[src/rtl/qam64_pkg.sv]
package qam64_pkg;

    typedef enum logic [1:0] {
        PH_IDLE = 2'd0,
        PH_PRE  = 2'd1,
        PH_DATA = 2'd2
    } phase_e;

    localparam int WORD_BITS = 6;
    localparam int AXIS_BITS = 3;
    localparam int LEVEL_W   = 4;

    function automatic logic [AXIS_BITS-1:0] gray_to_index(input logic [AXIS_BITS-1:0] g);
        logic [AXIS_BITS-1:0] b;
        b[AXIS_BITS-1] = g[AXIS_BITS-1];
        for (int k = AXIS_BITS - 2; k >= 0; k--) begin
            b[k] = b[k+1] ^ g[k];
        end
        return b;
    endfunction

endpackage

[src/rtl/qam64_whitener.sv]
module qam64_whitener #(
    parameter int          LFSR_W = 7,
    parameter int          TAP_HI = 6,
    parameter int          TAP_LO = 3,
    parameter logic [6:0]  SEED   = 7'h7F
) (
    input  logic clk,
    input  logic rst_n,
    input  logic reseed_i,
    input  logic advance_i,
    output logic key_o
);
    logic [LFSR_W-1:0] reg_d, reg_q;

    always_comb begin
        key_o = reg_q[TAP_HI] ^ reg_q[TAP_LO];
        reg_d = reg_q;
        if (reseed_i) begin
            reg_d = SEED;
        end else if (advance_i) begin
            reg_d = {reg_q[LFSR_W-2:0], key_o};
        end
    end

    always_ff @(posedge clk) begin
        if (!rst_n) reg_q <= SEED;
        else        reg_q <= reg_d;
    end

    // a reseed request leaves the register at the seed value
    assert_reseed_R4: assert property (@(posedge clk) disable iff (!rst_n)
        reseed_i |=> (reg_q == SEED));

endmodule

[src/rtl/qam64_axis_map.sv]
module qam64_axis_map
    import qam64_pkg::*;
(
    input  logic [AXIS_BITS-1:0] code_i,
    output logic [LEVEL_W-1:0]   level_o
);
    logic [AXIS_BITS-1:0] idx;

    always_comb begin
        idx = gray_to_index(code_i);
        // level = 2*idx - 7 in two's complement
        level_o = {~idx[AXIS_BITS-1], idx[AXIS_BITS-2:0], 1'b1};
    end

endmodule

[src/rtl/qam64_packetizer.sv]
module qam64_packetizer
    import qam64_pkg::*;
#(
    parameter int                       PKT_W         = 4,
    parameter int                       DATA_BITS     = 16,
    parameter int                       PREAMBLE_BITS = 24,
    parameter logic [PREAMBLE_BITS-1:0] PREAMBLE      = 24'hC35AE1
) (
    input  logic             clk,
    input  logic             rst_n,
    input  logic             start_i,
    input  logic [PKT_W-1:0] pkt_count_i,
    input  logic             bit_i,
    input  logic             bit_valid_i,
    output logic             bit_ready_o,
    output logic [3:0]       sym_i_o,
    output logic [3:0]       sym_q_o,
    output logic             sym_valid_o,
    input  logic             sym_ready_i
);
    localparam int POS_MAX = (PREAMBLE_BITS > DATA_BITS) ? PREAMBLE_BITS : DATA_BITS;
    localparam int POS_W   = $clog2(POS_MAX + 1);
    localparam logic [POS_W-1:0] PRE_LAST  = POS_W'(PREAMBLE_BITS - 1);
    localparam logic [POS_W-1:0] DATA_LAST = POS_W'(DATA_BITS - 1);

    typedef struct packed {
        phase_e                 ph;
        logic [PKT_W-1:0]       left;
        logic [POS_W-1:0]       pos;
        logic [2:0]             fill;
        logic [WORD_BITS-2:0]   acc;
        logic                   vld;
        logic [LEVEL_W-1:0]     si;
        logic [LEVEL_W-1:0]     sq;
    } ctl_t;

    ctl_t r_d, r_q;

    logic                 slot_free, take, in_pre, in_data, cur_bit, key;
    logic                 word_done, reseed, advance;
    logic [POS_W-1:0]     pre_idx;
    logic [WORD_BITS-1:0] word_raw, word_out;
    logic [LEVEL_W-1:0]   lvl_i, lvl_q;

    qam64_whitener u_whiten (
        .clk       (clk),
        .rst_n     (rst_n),
        .reseed_i  (reseed),
        .advance_i (advance),
        .key_o     (key)
    );

    qam64_axis_map u_map_i (.code_i(word_out[5:3]), .level_o(lvl_i));
    qam64_axis_map u_map_q (.code_i(word_out[2:0]), .level_o(lvl_q));

    always_comb begin
        in_pre    = (r_q.ph == PH_PRE);
        in_data   = (r_q.ph == PH_DATA);
        slot_free = !r_q.vld || sym_ready_i;
        take      = slot_free && (in_pre || (in_data && bit_valid_i));
        pre_idx   = PRE_LAST - r_q.pos;
        cur_bit   = in_pre ? PREAMBLE[pre_idx] : (bit_i ^ key);
        word_raw  = {r_q.acc, cur_bit};
        word_done = (r_q.fill == 3'd5) || (in_data && r_q.pos == DATA_LAST);
        word_out  = word_raw << (3'd5 - r_q.fill);
        advance   = in_data && take;
        reseed    = 1'b0;

        r_d = r_q;
        if (sym_ready_i) r_d.vld = 1'b0;

        if (take) begin
            if (word_done) begin
                r_d.vld  = 1'b1;
                r_d.si   = lvl_i;
                r_d.sq   = lvl_q;
                r_d.fill = 3'd0;
                r_d.acc  = '0;
            end else begin
                r_d.acc  = word_raw[WORD_BITS-2:0];
                r_d.fill = r_q.fill + 3'd1;
            end
        end

        unique case (r_q.ph)
            PH_IDLE: begin
                if (start_i && pkt_count_i != '0) begin
                    r_d.ph   = PH_PRE;
                    r_d.left = pkt_count_i;
                    r_d.pos  = '0;
                    reseed   = 1'b1;
                end
            end
            PH_PRE: begin
                if (take) begin
                    if (r_q.pos == PRE_LAST) begin
                        r_d.ph  = PH_DATA;
                        r_d.pos = '0;
                    end else begin
                        r_d.pos = r_q.pos + 1'b1;
                    end
                end
            end
            PH_DATA: begin
                if (take) begin
                    if (r_q.pos == DATA_LAST) begin
                        r_d.pos  = '0;
                        r_d.left = r_q.left - 1'b1;
                        if (r_q.left == PKT_W'(1)) begin
                            r_d.ph = PH_IDLE;
                        end else begin
                            r_d.ph = PH_PRE;
                            reseed = 1'b1;
                        end
                    end else begin
                        r_d.pos = r_q.pos + 1'b1;
                    end
                end
            end
            default: r_d.ph = PH_IDLE;
        endcase
    end

    always_ff @(posedge clk) begin
        if (!rst_n) begin
            r_q      <= '0;
            r_q.ph   <= PH_IDLE;
        end else begin
            r_q <= r_d;
        end
    end

    assign bit_ready_o = slot_free && in_data;
    assign sym_i_o     = r_q.si;
    assign sym_q_o     = r_q.sq;
    assign sym_valid_o = r_q.vld;

    // a stalled symbol keeps its value and valid flag
    assert_hold_R8: assert property (@(posedge clk) disable iff (!rst_n)
        (sym_valid_o && !sym_ready_i) |=> (sym_valid_o && $stable(sym_i_o) && $stable(sym_q_o)));

    // while busy the packet budget only moves by one per finished packet
    assert_busy_start_R9: assert property (@(posedge clk) disable iff (!rst_n)
        (r_q.ph != PH_IDLE) |=> (r_q.left == $past(r_q.left) || r_q.left == $past(r_q.left) - 1'b1));

    // payload grouping starts on a fresh word after the preamble
    assert_word_align_R5: assert property (@(posedge clk) disable iff (!rst_n)
        (in_pre && r_d.ph == PH_DATA) |=> (r_q.fill == 3'd0));

    // an idle block with an empty output creates no symbol without a start
    assert_idle_quiet_R2: assert property (@(posedge clk) disable iff (!rst_n)
        (r_q.ph == PH_IDLE && !sym_valid_o && !start_i) |=> !sym_valid_o);

    // the payload bit counter never passes the packet length
    assert_pos_range_R3: assert property (@(posedge clk) disable iff (!rst_n)
        in_data |-> (r_q.pos <= DATA_LAST));

endmodule

[config.mk]
export PLATFORM = sky130hd
export DESIGN_NAME = qam64_packetizer
export DESIGN_NICKNAME = d
export VERILOG_FILES = /design/src/rtl/qam64_pkg.sv /design/src/rtl/qam64_whitener.sv /design/src/rtl/qam64_axis_map.sv /design/src/rtl/qam64_packetizer.sv
export SDC_FILE = /design/constraint.sdc
export NUM_CORES = 1
export LEC_CHECK = 0
export ABC_CLOCK_PERIOD_IN_PS = 2400
export BUFFER_PORTS_ARGS = -buffer_cell sky130_fd_sc_hd__buf_2
export CAP_MARGIN = 20
export CORE_AREA = 2 2 91 93
export CTS_CLUSTER_DIAMETER = 200
export DETAILED_ROUTE_END_ITERATION = 7
export DIE_AREA = 0 0 93 95
export PLACE_DENSITY = 0.52
export SETUP_SLACK_MARGIN = 0.5
export SLEW_MARGIN = 25
export SYNTH_ARGS = -nofsm -noshare
export SYNTH_HDL_FRONTEND = slang
export SYNTH_HIERARCHICAL = 1
export SYNTH_SLANG_ARGS = --single-unit
export TNS_END_PERCENT = 30
[constraint.sdc]
create_clock -name clk -period 2.4 [get_ports clk]
set_clock_uncertainty 0.15 [all_clocks]
set_input_delay 0.36 -clock clk [delete_from_list [all_inputs] [get_ports clk]]
set_output_delay 0.36 -clock clk [all_outputs]
set_load 0.05 [all_outputs]
==> run summary <==
Antenna Violating Nets Remaining -> 0
Crit start category -> flop
Final hold violation count -> 0
DR DRC count -> 0
Reg power frac -> 0.370
Fillers -> 806
Clock slew seen by the registers of the worst setup and hold paths -> 0.08 ns
Number of CTS-inserted buffers -> 5
Worst Setup SP -> r_q[20]
Worst skew pair latency -> 0.29 ns
Post-synthesis sequential area ratio -> 0.307
Post-synth EDFFs -> 0
Rel. slew slack -> 0.596
Post-Syn Area per Cell -> 8.72 µm²
Pleak -> 1.10 nW
Async set or reset register ratio after synthesis -> 0
CP max FO -> 3
#FFs+latches synth -> 35
First-pass GRT wire length -> 9000 µm
Switching Share -> 0.356
Slew Limit Fails -> 0
Final wirelength -> 5530 µm
CTS root buffer -> clkbuf_8
PortBufs -> 19
WL/cell -> 14.1 µm
Chip Width -> 93 µm
NumNets Final -> 309
Detailed Route Iter0 Violations -> 75
DP HPWL -> 3620 µm
Ys flop type -> dfxtp_1
IO Pins -> 20
Initial DRT Pass Iterations -> 4
Wire length on met3 -> 168 µm
Worst reg2reg startpoint -> r_q[20]
Chip Height -> 95 µm
ANT cells -> 0
Core area -> 7930 µm²
Critical path class -> flop to flop
H-Tree Level Count -> 2
Hold slack -> 0.271 ns
Crit path time final -> 2.31 ns
Worst EP required -> 2.43 ns
Crit path to -> sym_q_o[1]
Placement row count -> 33
Pwr Density -> 632 nW/µm²
Vias in the first global route -> 1870
Yosys cell types -> 55
Flop-to-flop setup slack -> 0.09 ns
Mapped Cells -> 262
Worst Setup End Kind -> flop
Max Cap Viol -> 0
Max layer used -> met4
Met1 Wirelength -> 2570 µm
Clk pwr share -> 0.257
Worst path arrival time -> 2.33 ns
Fmax -> 0.434 GHz
RePlAce Congestion -> 0.787
Met2 wire length -> 2720 µm
Layout overhead on the synthesized area -> 29.9%
Initial Util -> 0.288
Synthesized Nets -> 285
Antenna violations before repair -> 0
Clock sinks -> 35
Grt total ovfl -> 0
Overall die area -> 8840 µm²
Ys Warns -> 6
Reg2Reg Depth -> 11
Final cell area excluding filler cells -> 2970 µm²
CTS tree -> yes
Slew @ Worst Pin -> 0.603 ns
Cell Area, Synth -> 2290 µm²
Outcome -> finished clean
P_int -> 1.21 mW
Worst IR Drop VDD -> 175 µV
Switching Power -> 668 µW
R2r endpoint -> sym_q_o[1]
Share of post-route cells with drive strength above 1 -> 0.376
Hold bufs inserted after CTS -> 0
RSZ-0062 raised after global routing -> true
Vias/cell -> 5.11
DR vias -> 2004
Largest net degree at the start of global routing -> 24
Hold Path Class -> input port to flop
Logic pwr share -> 0.373
Setup Viol. Count Final -> 0
Cell Area, Placed -> 2530 µm²
Final worst path period share -> 0.961
Clk buf depth -> 2
Overall Global Routing Usage -> 0.128
[flip-flops by register name, summed over array words and instances (netlist names)]
signal and cells:
r_q 19, u_whiten/reg_q 7, sym_i_o 4, sym_q_o 4, sym_valid_o 1
[stage by stage]
stage,util,TNS [ns],setup slack (ns),power (mW),cells
global placement,0.319,0,0.119,1.23,373
CTS,0.355,0,0.0986,1.80,390
floorplan,-,0,0.227,1.10,262
detailed placement,0.319,0,0.0466,1.23,373
finish,0.375,0,0.0945,1.88,392
global route,0.375,-0.0320,-0.0320,1.98,392
[how the worst min path moves through the flow]
stage                         to  slack (ns)  cells past startpoint         startpoint
4_1_cts                  r_q[24]        0.27                      3     pkt_count_i[2]
2_1_floorplan  u_whiten/reg_q[1]        0.29                      2  u_whiten/reg_q[1]
5_1_grt                  r_q[24]        0.30                      3     pkt_count_i[2]
3_5_place_dp   u_whiten/reg_q[2]        0.31                      2  u_whiten/reg_q[2]
6_report                 r_q[24]        0.27                      3     pkt_count_i[2]
3_3_place_gp   u_whiten/reg_q[3]        0.30                      2  u_whiten/reg_q[2]
[kinds of logic after synthesis]
kind of cell,synth area share
AND/OR/NAND/NOR,0.184
AO/OA/AOI/OAI,0.245
buffers and inverters,0.0837
flip-flops,0.307
adder cells (fa/ha/maj),0.0712
multiplexers,0.0624
XOR/XNOR,0.0432
other,0.00329
[metal layers]
| metal | GRT usage | up-vias |
|---|---|---|
| met4 | 0.0490 | 0 |
| li1 | - | 1002 |
| met3 | 0.0287 | 5 |
| met1 | 0.164 | 968 |
| met2 | 0.210 | 29 |
| met5 | 0 | - |
[power groups by stage]
stage / logic (mW) / registers [mW] / clock network [mW]
2_1_floorplan: 0.439 / 0.661 / 0
4_1_cts: 0.618 / 0.685 / 0.497
3_5_place_dp: 0.542 / 0.685 / 0
6_report: 0.700 / 0.695 / 0.482
3_3_place_gp: 0.543 / 0.684 / 0
5_1_grt: 0.764 / 0.703 / 0.517
[worst max-delay path, cell delays in order, from the launching register on]
cell and delay, ns:
dfxtp_4 0.36, inv_4 0.04, ha_4 0.21, a2111oi_4 0.30
buf_4 0.19, buf_6 0.10, nor4_4 0.04, nor4_2 0.18
buf_4 0.17, xor3_1 0.29, nand3_1 0.09, a21oi_1 0.06
[timing repair]
action	in CTS	in global routing
setup buffers	8	2
pin swaps	12	22
endpoints found under the setup margin	35	36
gates resized for setup	31	38
cloned	1	0
[area by class of cell]
cell class	count	area, µm²	area share
clock buffer	8	100	0.0337
sequential	35	726	0.244
multi-input combinational	189	1650	0.556
inverter	13	56.3	0.0190
tap	105	131	0.0442
timing repair buffer	42	304	0.102
[placed cells by master, fill, tap and decap left out, types with 4 or more instances in the layout]
cell type and n:
o31ai_1 5, nand2_1 12, ha_4 5, nor2_1 14, clkbuf_8 7, nand2b_1 4, buf_4 16, nand3_1 13
dfxtp_4 5, mux2i_1 11, buf_2 18, nor2b_1 5, a21oi_1 16, dfxtp_2 5, inv_1 9, dfxtp_1 25
o21ai_0 11, a211oi_1 6, ha_1 7, buf_6 6
[cell usage after synthesis, types with 2 or more instances]
cell | number | area (µm²)
nor2_1 | 16 | 60.1
o21ai_0 | 14 | 70.1
or3b_2 | 2 | 17.5
buf_2 | 3 | 15.0
mux2i_1 | 12 | 120
and2_1 | 4 | 25.0
nor2b_1 | 8 | 50.1
o311a_1 | 2 | 20.0
nor4_1 | 4 | 25.0
o311ai_0 | 5 | 43.8
ha_1 | 13 | 163
buf_4 | 10 | 75.1
a211oi_1 | 8 | 60.1
xor2_1 | 3 | 26.3
o31ai_1 | 6 | 45.0
conb_1 | 2 | 7.51
or4_1 | 3 | 22.5
a21oi_1 | 17 | 85.1
a22oi_1 | 5 | 37.5
inv_1 | 13 | 48.8
nand2_1 | 13 | 48.8
nand3_1 | 13 | 65.1
a21o_1 | 2 | 15.0
dfxtp_1 | 35 | 701
clkbuf_1 | 10 | 37.5
nand2b_1 | 4 | 25.0
or3_1 | 2 | 12.5
o41ai_1 | 4 | 35.0
xor3_1 | 2 | 47.6
nor3_1 | 2 | 10.0
(Power assumes the default switching activity.)
